[config.mk]
export PLATFORM = sky130hd
export DESIGN_NAME = instr_fetch_seq
export DESIGN_NICKNAME = d
export VERILOG_FILES = /design/src/rtl/fetch_pkg.sv /design/src/rtl/fetch_mode_class.sv /design/src/rtl/fetch_addr_gen.sv /design/src/rtl/fetch_byte_bank.sv /design/src/rtl/fetch_ctrl.sv /design/src/rtl/instr_fetch_seq.sv
export SDC_FILE = /design/constraint.sdc
export NUM_CORES = 1
export LEC_CHECK = 0
export ABC_CLOCK_PERIOD_IN_PS = 4000
export BUFFER_PORTS_ARGS = -buffer_cell sky130_fd_sc_hd__buf_2
export CAP_MARGIN = 0
export CORE_MARGIN = 2
export CORE_UTILIZATION = 40
export CTS_CLUSTER_DIAMETER = 50
export DETAILED_ROUTE_END_ITERATION = 16
export PLACE_DENSITY = 0.78
export SLEW_MARGIN = 15
export SYNTH_ARGS = -nofsm -noshare
export SYNTH_HDL_FRONTEND = slang
export SYNTH_SLANG_ARGS = --single-unit
[constraint.sdc]
create_clock -name clk -period 4 [get_ports clk]
set_input_delay 0 -clock clk [delete_from_list [all_inputs] [get_ports clk]]
set_output_delay 0 -clock clk [all_outputs]
set_load 0.05 [all_outputs]
[src/rtl/fetch_pkg.sv]
package fetch_pkg;

  // Addressing-mode codes presented by the external decoder.
  typedef enum logic [3:0] {
    AM_IMPLIED   = 4'd0,
    AM_ACCUM     = 4'd1,
    AM_IMM       = 4'd2,
    AM_ZPG       = 4'd3,
    AM_ZPG_X     = 4'd4,
    AM_ZPG_Y     = 4'd5,
    AM_ZPG_IND   = 4'd6,
    AM_ZPG_XIND  = 4'd7,
    AM_ZPG_INDY  = 4'd8,
    AM_REL       = 4'd9,
    AM_ABS       = 4'd10,
    AM_ABS_X     = 4'd11,
    AM_ABS_Y     = 4'd12,
    AM_ABS_IND   = 4'd13,
    AM_ABS_XIND  = 4'd14,
    AM_ZPG_REL   = 4'd15
  } addr_mode_e;

  // Controller states.
  typedef enum logic [1:0] {
    FS_IDLE     = 2'd0,
    FS_ISSUE    = 2'd1,
    FS_TAKE_OPC = 2'd2,
    FS_TAKE_OPD = 2'd3
  } fetch_state_e;

endpackage

[src/rtl/fetch_mode_class.sv]
module fetch_mode_class
  import fetch_pkg::*;
#(
  parameter int MODE_W  = 4,
  parameter int MAX_OPS = 2,
  localparam int CNT_W  = $clog2(MAX_OPS + 1)
) (
  input  logic [MODE_W-1:0] mode_raw,
  output logic [CNT_W-1:0]  opd_count
);

  addr_mode_e mode;

  always_comb begin
    mode = addr_mode_e'(mode_raw);
    unique case (mode)
      AM_IMM, AM_ZPG, AM_ZPG_X, AM_ZPG_Y,
      AM_ZPG_IND, AM_ZPG_XIND, AM_ZPG_INDY, AM_REL:
        opd_count = CNT_W'(1);
      AM_ABS, AM_ABS_X, AM_ABS_Y,
      AM_ABS_IND, AM_ABS_XIND, AM_ZPG_REL:
        opd_count = CNT_W'(2);
      default:
        opd_count = '0;
    endcase
  end

endmodule

[src/rtl/fetch_addr_gen.sv]
module fetch_addr_gen #(
  parameter int ADDR_W = 16,
  parameter int OFF_W  = 2
) (
  input  logic              clk,
  input  logic              rst_n,
  input  logic              base_ld,
  input  logic [ADDR_W-1:0] base_in,
  input  logic [OFF_W-1:0]  offset,
  output logic [ADDR_W-1:0] addr
);

  logic [ADDR_W-1:0] base_q;

  always_ff @(posedge clk or negedge rst_n) begin
    if (!rst_n)       base_q <= '0;
    else if (base_ld) base_q <= base_in;
  end

  // Wraps naturally at the top of the address space.
  assign addr = base_q + {{(ADDR_W-OFF_W){1'b0}}, offset};

endmodule

[src/rtl/fetch_byte_bank.sv]
module fetch_byte_bank #(
  parameter int DATA_W  = 8,
  parameter int MAX_OPS = 2,
  localparam int IDX_W  = (MAX_OPS > 1) ? $clog2(MAX_OPS) : 1
) (
  input  logic                      clk,
  input  logic                      rst_n,
  input  logic                      clear,
  input  logic                      cap_opc,
  input  logic                      cap_opd,
  input  logic [IDX_W-1:0]          cap_idx,
  input  logic [DATA_W-1:0]         wdata,
  output logic [DATA_W-1:0]         opcode,
  output logic [MAX_OPS*DATA_W-1:0] operands
);

  always_ff @(posedge clk or negedge rst_n) begin
    if (!rst_n)       opcode <= '0;
    else if (clear)   opcode <= '0;
    else if (cap_opc) opcode <= wdata;
  end

  for (genvar s = 0; s < MAX_OPS; s++) begin : g_slot
    logic [DATA_W-1:0] slot_q;
    always_ff @(posedge clk or negedge rst_n) begin
      if (!rst_n)
        slot_q <= '0;
      else if (clear)
        slot_q <= '0;
      else if (cap_opd && (cap_idx == IDX_W'(s)))
        slot_q <= wdata;
    end
    assign operands[s*DATA_W +: DATA_W] = slot_q;
  end

endmodule

[src/rtl/fetch_ctrl.sv]
module fetch_ctrl
  import fetch_pkg::*;
#(
  parameter int MAX_OPS = 2,
  localparam int CNT_W  = $clog2(MAX_OPS + 1),
  localparam int IDX_W  = (MAX_OPS > 1) ? $clog2(MAX_OPS) : 1,
  localparam int LEN_W  = $clog2(MAX_OPS + 2)
) (
  input  logic             clk,
  input  logic             rst_n,
  input  logic             req_valid,
  output logic             req_ready,
  input  logic [CNT_W-1:0] opd_count,
  output logic             base_ld,
  output logic             clear,
  output logic             rd_en,
  output logic [CNT_W-1:0] rd_off,
  output logic             cap_opc,
  output logic             cap_opd,
  output logic [IDX_W-1:0] cap_idx,
  output logic             done,
  output logic [LEN_W-1:0] len
);

  fetch_state_e      state_q, state_d;
  logic [CNT_W-1:0]  cnt_q;
  logic [CNT_W-1:0]  idx_q;
  logic              done_d;
  logic              last_opd;
  logic [CNT_W-1:0]  idx_next;

  assign idx_next = idx_q + CNT_W'(1);
  assign last_opd = (idx_next >= cnt_q);

  always_comb begin
    state_d  = state_q;
    req_ready = 1'b0;
    base_ld  = 1'b0;
    clear    = 1'b0;
    rd_en    = 1'b0;
    rd_off   = '0;
    cap_opc  = 1'b0;
    cap_opd  = 1'b0;
    done_d   = 1'b0;
    unique case (state_q)
      FS_IDLE: begin
        req_ready = 1'b1;
        if (req_valid) begin
          base_ld = 1'b1;
          clear   = 1'b1;
          state_d = FS_ISSUE;
        end
      end
      FS_ISSUE: begin
        rd_en   = 1'b1;
        state_d = FS_TAKE_OPC;
      end
      FS_TAKE_OPC: begin
        cap_opc = 1'b1;
        if (opd_count != '0) begin
          // Overlap: issue the first operand read while the opcode lands.
          rd_en   = 1'b1;
          rd_off  = CNT_W'(1);
          state_d = FS_TAKE_OPD;
        end else begin
          done_d  = 1'b1;
          state_d = FS_IDLE;
        end
      end
      FS_TAKE_OPD: begin
        cap_opd = 1'b1;
        if (last_opd) begin
          done_d  = 1'b1;
          state_d = FS_IDLE;
        end else begin
          rd_en   = 1'b1;
          rd_off  = idx_next + CNT_W'(1);
        end
      end
      default: state_d = FS_IDLE;
    endcase
  end

  assign cap_idx = IDX_W'(idx_q);

  always_ff @(posedge clk or negedge rst_n) begin
    if (!rst_n) begin
      state_q <= FS_IDLE;
      cnt_q   <= '0;
      idx_q   <= '0;
      done    <= 1'b0;
      len     <= '0;
    end else begin
      state_q <= state_d;
      done    <= done_d;
      if (cap_opc) begin
        cnt_q <= opd_count;
        idx_q <= '0;
        len   <= LEN_W'(opd_count) + LEN_W'(1);
      end else if (cap_opd && !last_opd) begin
        idx_q <= idx_next;
      end
      if (clear) len <= '0;
    end
  end

endmodule

[src/rtl/instr_fetch_seq.sv]
module instr_fetch_seq
  import fetch_pkg::*;
#(
  parameter int ADDR_W = 16,
  parameter int DATA_W = 8,
  parameter int MODE_W = 4
) (
  input  logic              clk,
  input  logic              rst_n,
  input  logic              req_valid,
  output logic              req_ready,
  input  logic [ADDR_W-1:0] req_addr,
  output logic              mem_rd_en,
  output logic [ADDR_W-1:0] mem_addr,
  input  logic [DATA_W-1:0] mem_rdata,
  input  logic [MODE_W-1:0] dec_mode,
  output logic              done,
  output logic [DATA_W-1:0] out_opcode,
  output logic [DATA_W-1:0] out_op1,
  output logic [DATA_W-1:0] out_op2,
  output logic [1:0]        out_len
);

  localparam int MAX_OPS = 2;
  localparam int CNT_W   = $clog2(MAX_OPS + 1);
  localparam int IDX_W   = (MAX_OPS > 1) ? $clog2(MAX_OPS) : 1;
  localparam int LEN_W   = $clog2(MAX_OPS + 2);

  logic [CNT_W-1:0]          opd_count;
  logic                      base_ld, clear, cap_opc, cap_opd;
  logic [CNT_W-1:0]          rd_off;
  logic [IDX_W-1:0]          cap_idx;
  logic [MAX_OPS*DATA_W-1:0] operands;
  logic [LEN_W-1:0]          len;

  fetch_mode_class #(.MODE_W(MODE_W), .MAX_OPS(MAX_OPS)) u_class (
    .mode_raw  (dec_mode),
    .opd_count (opd_count)
  );

  fetch_ctrl #(.MAX_OPS(MAX_OPS)) u_ctrl (
    .clk       (clk),
    .rst_n     (rst_n),
    .req_valid (req_valid),
    .req_ready (req_ready),
    .opd_count (opd_count),
    .base_ld   (base_ld),
    .clear     (clear),
    .rd_en     (mem_rd_en),
    .rd_off    (rd_off),
    .cap_opc   (cap_opc),
    .cap_opd   (cap_opd),
    .cap_idx   (cap_idx),
    .done      (done),
    .len       (len)
  );

  fetch_addr_gen #(.ADDR_W(ADDR_W), .OFF_W(CNT_W)) u_addr (
    .clk     (clk),
    .rst_n   (rst_n),
    .base_ld (base_ld),
    .base_in (req_addr),
    .offset  (rd_off),
    .addr    (mem_addr)
  );

  fetch_byte_bank #(.DATA_W(DATA_W), .MAX_OPS(MAX_OPS)) u_bank (
    .clk      (clk),
    .rst_n    (rst_n),
    .clear    (clear),
    .cap_opc  (cap_opc),
    .cap_opd  (cap_opd),
    .cap_idx  (cap_idx),
    .wdata    (mem_rdata),
    .opcode   (out_opcode),
    .operands (operands)
  );

  assign out_op1 = operands[0 +: DATA_W];
  assign out_op2 = operands[DATA_W +: DATA_W];
  assign out_len = len;

endmodule

* Word-level counts from Yosys, hierarchy flattened
Memories as Yosys holds them, arrays and structs flattened.
Cells that the tools add are included.
W data, S select, Z words.
** Operators by class
- $add $sub $neg :: 4
- Magnitude comparators :: 1
- Eq/ne operators :: 5
- Muxes and demuxes :: 28
- Bitwise gates (word level) :: 1
- Reduce and logical (&&, ||, !) cells :: 11
** Operators by type and width (number)
- $mux W8 :: 6
- $add A16 B2 Y16 :: 1
- $mux W2 :: 8
- $mux W1 :: 10
- $reduce_bool A2 Y1 :: 5
- $pmux W2 S4 :: 1
- $add A2 B1 Y2 const B :: 3
- $eq A2 B2 Y1 const B :: 2
- $pmux W2 S2 :: 1
- $logic_and A1 B1 Y1 :: 3
- $pmux W1 S3 :: 1
- $eq A2 B1 Y1 const B :: 1
- $ge A2 B2 Y1 :: 1
- $logic_not A2 Y1 :: 1
- $ne A2 B1 Y1 const B :: 1
- $ne A2 B2 Y1 const B :: 1
- $pmux W1 S2 :: 1
- $reduce_and A2 Y1 :: 1
- $logic_not A1 Y1 :: 1
- $not A1 Y1 :: 1
** Word-level totals
- Register bits :: 49
- ROM bits :: 32
- Input port bits :: 31
- Output and inout port bits :: 45
- Word-level logic and storage cells :: 60
- Memories kept :: 1
** Memory list
- (no name shown) :: depth 16, bits a word 2, read ports 1, clocked after Yosys merged registers in 0, wr ports 0, RTL line fetch_mode_class.sv:16 : unique case (mode)

* Longest topological paths before layout
Gate-level depths: netlist (run 1).
- Depth in word-level cells :: 6
- Gate-level depth with buffers :: 12
- Mapped depth without buffers :: 12

* Modules after synthesis
From an unflattened synthesis (run 1), not the netlist that was laid out.
** Unflattened totals
- Cell total of the unflattened synthesis :: 225
- Area, all modules :: 2568.7 um^2
** By module, submodules not included
- fetch_byte_bank :: instances 1, cells each 87, area an instance 1074.8 um^2, seq. area each 600.6 um^2
- fetch_addr_gen :: instances 1, cells each 79, area an instance 937.1 um^2, seq. area each 400.4 um^2
- fetch_ctrl :: instances 1, cells each 56, area an instance 540.5 um^2, seq. area each 225.2 um^2
- fetch_mode_class :: instances 1, cells each 3, area an instance 16.3 um^2, seq. area each 0.0 um^2

* Worst setup path before layout (run 1)
No wires, ideal clock.
- Path type :: register to output
- Start :: reg u_ctrl.idx_q[0]
- End :: out mem_addr[12]
- Arrival :: 3.315 ns
- Required time :: 4.000 ns
- Path slack :: 0.685 ns
- Stages on the path, launching flop included :: 13
- Buffers on the path :: 1
- Cell sequence :: dfrtp_1 -> buf_2 -> xor2_1 -> ha_1 -> a21oi_1 -> a31oi_1 -> nor2_1 -> ha_1 -> inv_1 -> fa_1 -> nor2_1 -> nand4_1 -> xnor2_1
** Between the ends
- Longest elaborated chain between the ends :: 5
- Elaborated cells on any way between the ends :: 6
- Those cells by class :: add/sub (3); order compare (1); mux (2)
** Ends and longest elaborated chain
- start, declared :: RTL line fetch_ctrl.sv:27 : logic [CNT_W-1:0] idx_q;
- start signal, assigned :: RTL line fetch_ctrl.sv:101 : idx_q <= idx_next;
- $add A2 B1 Y2 * :: RTL line fetch_ctrl.sv:32 : assign idx_next = idx_q + CNT_W'(1);
- $add A2 B1 Y2 or $ge A2 B2 Y1 (tied branches) :: RTL line fetch_ctrl.sv:77, fetch_ctrl.sv:33
- $mux W2 * :: RTL line fetch_ctrl.sv:72 : if (last_opd) begin
- $pmux W2 S2 * :: RTL line fetch_ctrl.sv:45 : unique case (state_q)
- $add A16 B2 Y16 * :: RTL line fetch_addr_gen.sv:21 : assign addr = base_q + {{(ADDR_W-OFF_W){1'b0}}, offset};
- end, declared :: RTL line instr_fetch_seq.sv:14 : output logic [ADDR_W-1:0] mem_addr,
Mark *: on every way between the ends. The rest lies on a longest branch, timed or not.

* Final worst setup path (run 1)
- Start :: reg u_ctrl.idx_q[0]
- End :: out mem_addr[8]
The elaborated chain is that of the path after synthesis.

==> metrics, run 1 <==
Post-CTS Setup Bufs 0; # port buffers 74; setup_tns 0 ns; crit path DAT 3.43 ns; Max-slew headroom 25.5%; DRC viols 0; Warnings, synthesis 0; min-delay worst type primary input to register; final hold vios 0; sequential area share after synthesis 53.3%; via count 1860; number of global-route vias before repair 1954; MaxCap Viol Count 0; Syn Inst Count 205; worst path required time 4.00 ns; status complete, no violations; Yosys cell types 32; commonest non-fill, non-tap cell in the layout buf_2; CTS Root Cell clkbuf_8; Avg Inst Size Synth 11.2 sq um; Final Core Density 55.1%; slew at the pin closest to its max-slew limit 1.12 ns; CTS Sinks 49; RePlAce Congestion 0.786; Die Width 79.8 microns; WL met1 2410 microns; drt via density 4.93; total wire length 5530 microns; crit path capture type output pin; synth-to-layout area growth 32.9%; worst-skew pair later-pin latency 0.31 ns; top sig layer met4; RSZ-0062 raised after global routing false; 1st-pass router iterations 4; CP startpoint kind register; fmax 291 MHz; global-route wire length before repair 9090 microns; Post-Syn Area 2300 sq um; max-slew violation count 0; Std-Cell Rows 27; storage element area 1230 sq um; Nets 342; Initial DRC Count 116; number of H-tree levels 2; total CTS buffers 5; WS Path Type register to output pin; CTS tree yes; Vert. Die Dim 79.8 microns; total gr overflow 0; Total GRT Usage 18.2%; per-cell routed wire length 14.7 microns; prevailing post-synth register cell dfrtp_1; wire length on met3 259 microns; # IOs 76; Period Utilization, post-route 85.9%; commonest non-fill, non-tap cells in the layout buf_2, dfrtp_1, nand2_1, dlygate4sd3_1, a22o_1; CTS max path bufs 2; WL met2 2810 microns; Multi-input gate area 973 sq um; # setup viols final 0; DIE AREA 6370 sq um; Setup Skew 0.0135 ns; CORE AREA 5540 sq um; layout cells sized above 1 35.1%; Post-synth ARST share 100%; # fillers 506; initial core utilization 41.5%; DP HPWL 3610 microns; Fin Hold WS 0.0526 ns; diodes inserted 0; Worst-path clk slew 0.10 ns; fin crit period 3.43 ns; initial antenna violation count 0; Yosys reg bits 49; Routed Antenna Nets 0; Synthesized Nets 243; Post-synth EDFFs 0; largest net degree at the start of global routing 50; Worst Path Max Fanout 8
layout make-up:
class,instances,area share [%]
flip-flops and latches,49,40.1
multi-input cells,138,31.9
repair buffers,101,20.9
well taps,72,2.95
clock buffers,5,2.25
inverters,9,1.11
clock inverters,3,0.819
registers in the layout, summed over array words and instances, names as in the netlist:
signal                cells
u_bank.opcode             8
u_ctrl.cnt_q              2
u_addr.base_q            16
u_ctrl.state_q            2
u_ctrl.done               1
u_bank.g_slot.slot_q     16
u_ctrl.len                2
u_ctrl.idx_q              2
synthesized netlist by cell type (2+ instances only):
| cell type | number | area [sq um] |
|---|---|---|
| ha_1 | 6 | 75.1 |
| buf_2 | 4 | 20.0 |
| nand3_1 | 2 | 10.0 |
| xor2_1 | 5 | 43.8 |
| o21ai_0 | 13 | 65.1 |
| mux2_2 | 14 | 158 |
| buf_4 | 3 | 22.5 |
| nor2_1 | 8 | 30.0 |
| nor2_2 | 2 | 12.5 |
| a21oi_1 | 4 | 20.0 |
| and3_1 | 2 | 12.5 |
| and2_1 | 2 | 12.5 |
| nand2_1 | 34 | 128 |
| nor2_4 | 2 | 22.5 |
| dfrtp_1 | 49 | 1230 |
| buf_6 | 2 | 22.5 |
| xnor2_1 | 10 | 87.6 |
| a22o_1 | 17 | 149 |
| nand4_1 | 3 | 18.8 |
| nand2b_1 | 2 | 12.5 |
| and4_4 | 2 | 22.5 |
| inv_1 | 9 | 33.8 |
critical path, stage by stage (launching register included):
cell     delay [ns]
dfrtp_1        0.49
xor2_1         0.20
ha_1           0.27
a21oi_1        0.13
buf_4          0.16
a31oi_1        0.09
nor2_1         0.11
ha_1           0.17
inv_1          0.06
fa_1           0.42
nor2_1         0.36
and3_2         0.25
xor2_1         0.14
buf_2          0.28
through the flow:
step	area (sq um)	instances	setup slack, ns
floorplan	2300	205	0.685
global placement	2710	344	0.995
detailed placement	2710	344	0.964
CTS	3050	377	0.576
global route	3060	377	0.293
finish	3060	377	0.565
cell families after synthesis:
logic type      Yosys count  synth area share, %
xor+xnor                 15                 5.72
compound gates           38                 11.4
fa+ha+maj                 7                 4.14
mux                      15                 7.35
simple gates             63                 13.7
flops                    49                 53.3
buf+inv                  18                 4.30
layer usage:
layer	vias up	track usage, %
li1	903	-
met1	899	23.0
met2	51	31.9
met3	7	3.73
met4	0	4.41
met5	-	0
final timing paths:
kind / from / end / slack, ns / cells after the start
min in group asynchronous: rst_n / u_bank.g_slot[1].slot_q[2] / 0.25 / 2
hold reg to reg: u_ctrl.cnt_q[0] / u_ctrl.cnt_q[0] / 0.50 / 2
setup reg to reg: u_ctrl.state_q[0] / u_addr.base_q[12] / 1.93 / 3
setup / recovery: u_ctrl.idx_q[0] / mem_addr[8] / 0.57 / 13
max in group asynchronous: rst_n / u_ctrl.idx_q[0] / 3.33 / 2
hold / removal: req_valid / u_ctrl.len[1] / 0.05 / 4
repair_timing:
action	in CTS	in global routing
endpoints found under the hold margin	89	0
hold buffers	25	0
gates resized for setup	0	0
Power of run 1 is left out: the tool's default activity adds up to more than one toggle a clock period on the data nets, which glitch-free logic cannot reach.
==> inputs of run 2 (changes only) <==
--- a/config.mk
+++ b/config.mk
@@ -5,14 +5,13 @@
 export SDC_FILE = /design/constraint.sdc
 export NUM_CORES = 1
 export LEC_CHECK = 0
-export ABC_CLOCK_PERIOD_IN_PS = 4000
+export ABC_CLOCK_PERIOD_IN_PS = 3090
 export BUFFER_PORTS_ARGS = -buffer_cell sky130_fd_sc_hd__buf_2
 export CAP_MARGIN = 0
-export CORE_MARGIN = 2
 export CORE_UTILIZATION = 40
 export CTS_CLUSTER_DIAMETER = 50
 export DETAILED_ROUTE_END_ITERATION = 16
-export PLACE_DENSITY = 0.78
+export PLACE_DENSITY = 0.8
 export SLEW_MARGIN = 15
 export SYNTH_ARGS = -nofsm -noshare
 export SYNTH_HDL_FRONTEND = slang
==> constraint.sdc (replaced) <==
create_clock -name clk -period 3.09 [get_ports clk]
set_input_delay 0 -clock clk [delete_from_list [all_inputs] [get_ports clk]]
set_output_delay 0 -clock clk [all_outputs]
set_load 0.05 [all_outputs]
==> run 2 against run 1 <==
Against the previous run:
- setup slack lost 0.46 ns
- cell count increased by 0.53%
- largest cell class unchanged
- critical endpoint unchanged
- register-to-register slack got worse by 0.51 ns
==> metrics, run 2 (synthesis results as in run 1) <==
placed cell area 2750 sq um (+1.7%); Nets 344 (+0.58%); total CTS buffers 5 (unchanged); global-route wire length before repair 8470 microns (-6.8%); crit path DAT 2.98 ns (-0.45 ns); CTS Sinks 49 (unchanged); Die Width 77.8 microns (-2.5%); Max-slew headroom 49.3% (+24 points); worst path bufs/invs 3 (unchanged); diodes inserted 0 (unchanged); Crit Reg-Reg Endpoint u_ctrl.idx_q[1]; synth-to-layout area growth 36.6%; Final Instance Count excl. Fillers 379 (+0.53%); RePlAce Congestion 0.739 (-5.9%); number of cells on the worst reg-to-reg path 6 (+3); commonest non-fill, non-tap cell in the layout buf_2; setup_tns 0 ns (unchanged); Total GRT Usage 17.9% (-0.30 points); r2r startpoint u_ctrl.idx_q[0]; origin of the worst setup path u_ctrl.idx_q[0]; RSZ-0062 raised after global routing true; worst-skew pair later-pin latency 0.30 ns (about the same); # IOs 76 (unchanged); min-delay worst type primary input to register; CP startpoint kind register; crit path capture type output pin; status complete, no violations; final hold vios 0 (unchanged); per-cell routed wire length 13.4 microns (-8.8%); WS Path Type register to output pin; Placed Cells 345 (+0.29%); CP delay by family, top adder cells; CORE AREA 5510 sq um (-0.61%); total wire length 5070 microns (-8.3%); # fillers 482 (-4.7%); Setup Skew 0.00893 ns (-0.00461 ns); CTS Root Cell clkbuf_8; layout cells sized above 1 38.8% (+3.7 points); Routed Antenna Nets 0 (unchanged); drt via density 4.88 (-1.1%); crit-path max cell delay 0.47 ns (-0.02 ns); Initial DRC Count 57 (-51%); DRC viols 0 (unchanged); DP HPWL 3530 microns (-2.3%); via count 1850 (-0.54%); Vert. Die Dim 77.8 microns (-2.5%); initial core utilization 41.7% (+0.25 points); worst path required time 3.09 ns (-0.91 ns); Worst-path clk slew 0.09 ns (about the same); number of global-route vias before repair 1874 (-4.1%); # port buffers 74 (unchanged); DIE AREA 6050 sq um (-4.9%); max-slew violation count 0 (unchanged); Worst Path Max Fanout 7 (-1); Fin Hold WS 0.0531 ns (+0.000477 ns); Design Area, Final 3140 sq um (+2.8%); CTS tree yes; critical-path cell list xor2_1 -> ha_1 -> a21oi_2 -> a31oi_1 -> nor2_1 -> ha_1 -> inv_1 -> fa_2 -> nor2_2 -> buf_6 -> and3_2 -> xor2_2 -> buf_6; fin crit period 2.98 ns; slew at the pin closest to its max-slew limit 0.758 ns (-0.359 ns); 1st-pass router iterations 4 (unchanged); Period Utilization, post-route 96.5%; CP Capture Point mem_addr[8]; total gr overflow 0 (unchanged); CTS max path bufs 2 (unchanged); commonest non-fill, non-tap cells in the layout buf_2, dfrtp_1, nand2_1, dlygate4sd3_1, a22o_1; number of stages on the worst setup path 13 (unchanged); # setup viols final 0 (unchanged); Worst path slowest cell dfrtp_2; MaxCap Viol Count 0 (unchanged); initial antenna violation count 0 (unchanged); Std-Cell Rows 27 (unchanged); fmax 336 MHz; largest registers u_addr.base_q: 16 flops, u_bank.g_slot.slot_q: 16 flops, u_bank.opcode: 8 flops; largest net degree at the start of global routing 50 (unchanged); number of H-tree levels 2 (unchanged); worst reg2reg setup slack 1.42 ns (-0.51 ns)
==> run 2: per-stage QoR <==
| stage | utilization, % | setup WS [ns] |
|---|---|---|
| floorplan | - | -0.0293 |
| global placement | 50.0 | 0.276 |
| detailed placement | 50.0 | 0.262 |
| CTS | 56.6 | 0.0590 |
| global route | 57.0 | -0.0403 |
| finish | 57.0 | 0.110 |
==> run 2: worst register-to-register path: stages (launching register included) <==
cell	delay (ns)
dfrtp_2	0.47
xor2_1	0.18
ha_1	0.29
a21oi_2	0.06
buf_4	0.15
and3_1	0.16
a211o_1	0.26
==> run 2: worst min-delay path by stage <==
stage | cells past startpoint | startpoint | to
final | 4 | req_valid | u_ctrl.len[1]
after global routing | 4 | req_valid | u_ctrl.len[1]
after CTS | 4 | req_valid | u_ctrl.len[1]
after detailed placement | 3 | req_addr[1] | u_addr.base_q[1]
after global placement | 3 | req_addr[1] | u_addr.base_q[1]
after floorplan | 0 | rst_n | u_addr.base_q[0]
==> run 2: area by class of cell <==
cell class	instances	area, sq um	area share [%]
sequential	49	1230	39.1
multi-input combinational	138	1020	32.5
timing repair buffer	103	672	21.4
tap	72	90.1	2.87
clock buffer	5	68.8	2.19
inverter	9	33.8	1.08
clock inverter	3	26.3	0.837
==> run 2: repair_timing <==
action | CTS | global route
setup endpoints to repair | 3 | 8
gates resized for setup | 6 | 5
setup buffers | 0 | 1
hold buffers | 25 | 0
endpoints found under the hold margin | 89 | 0
==> run 2: per-layer routing <==
metal  global-route usage [%]  wire, microns  up-vias
li1                         -              -      899
met1                     21.7           2170      891
met2                     31.2           2570       56
met3                     4.94            292        4
met4                     4.34             35        0
met5                        0              0        -
Power of run 2 is left out for the same reason.
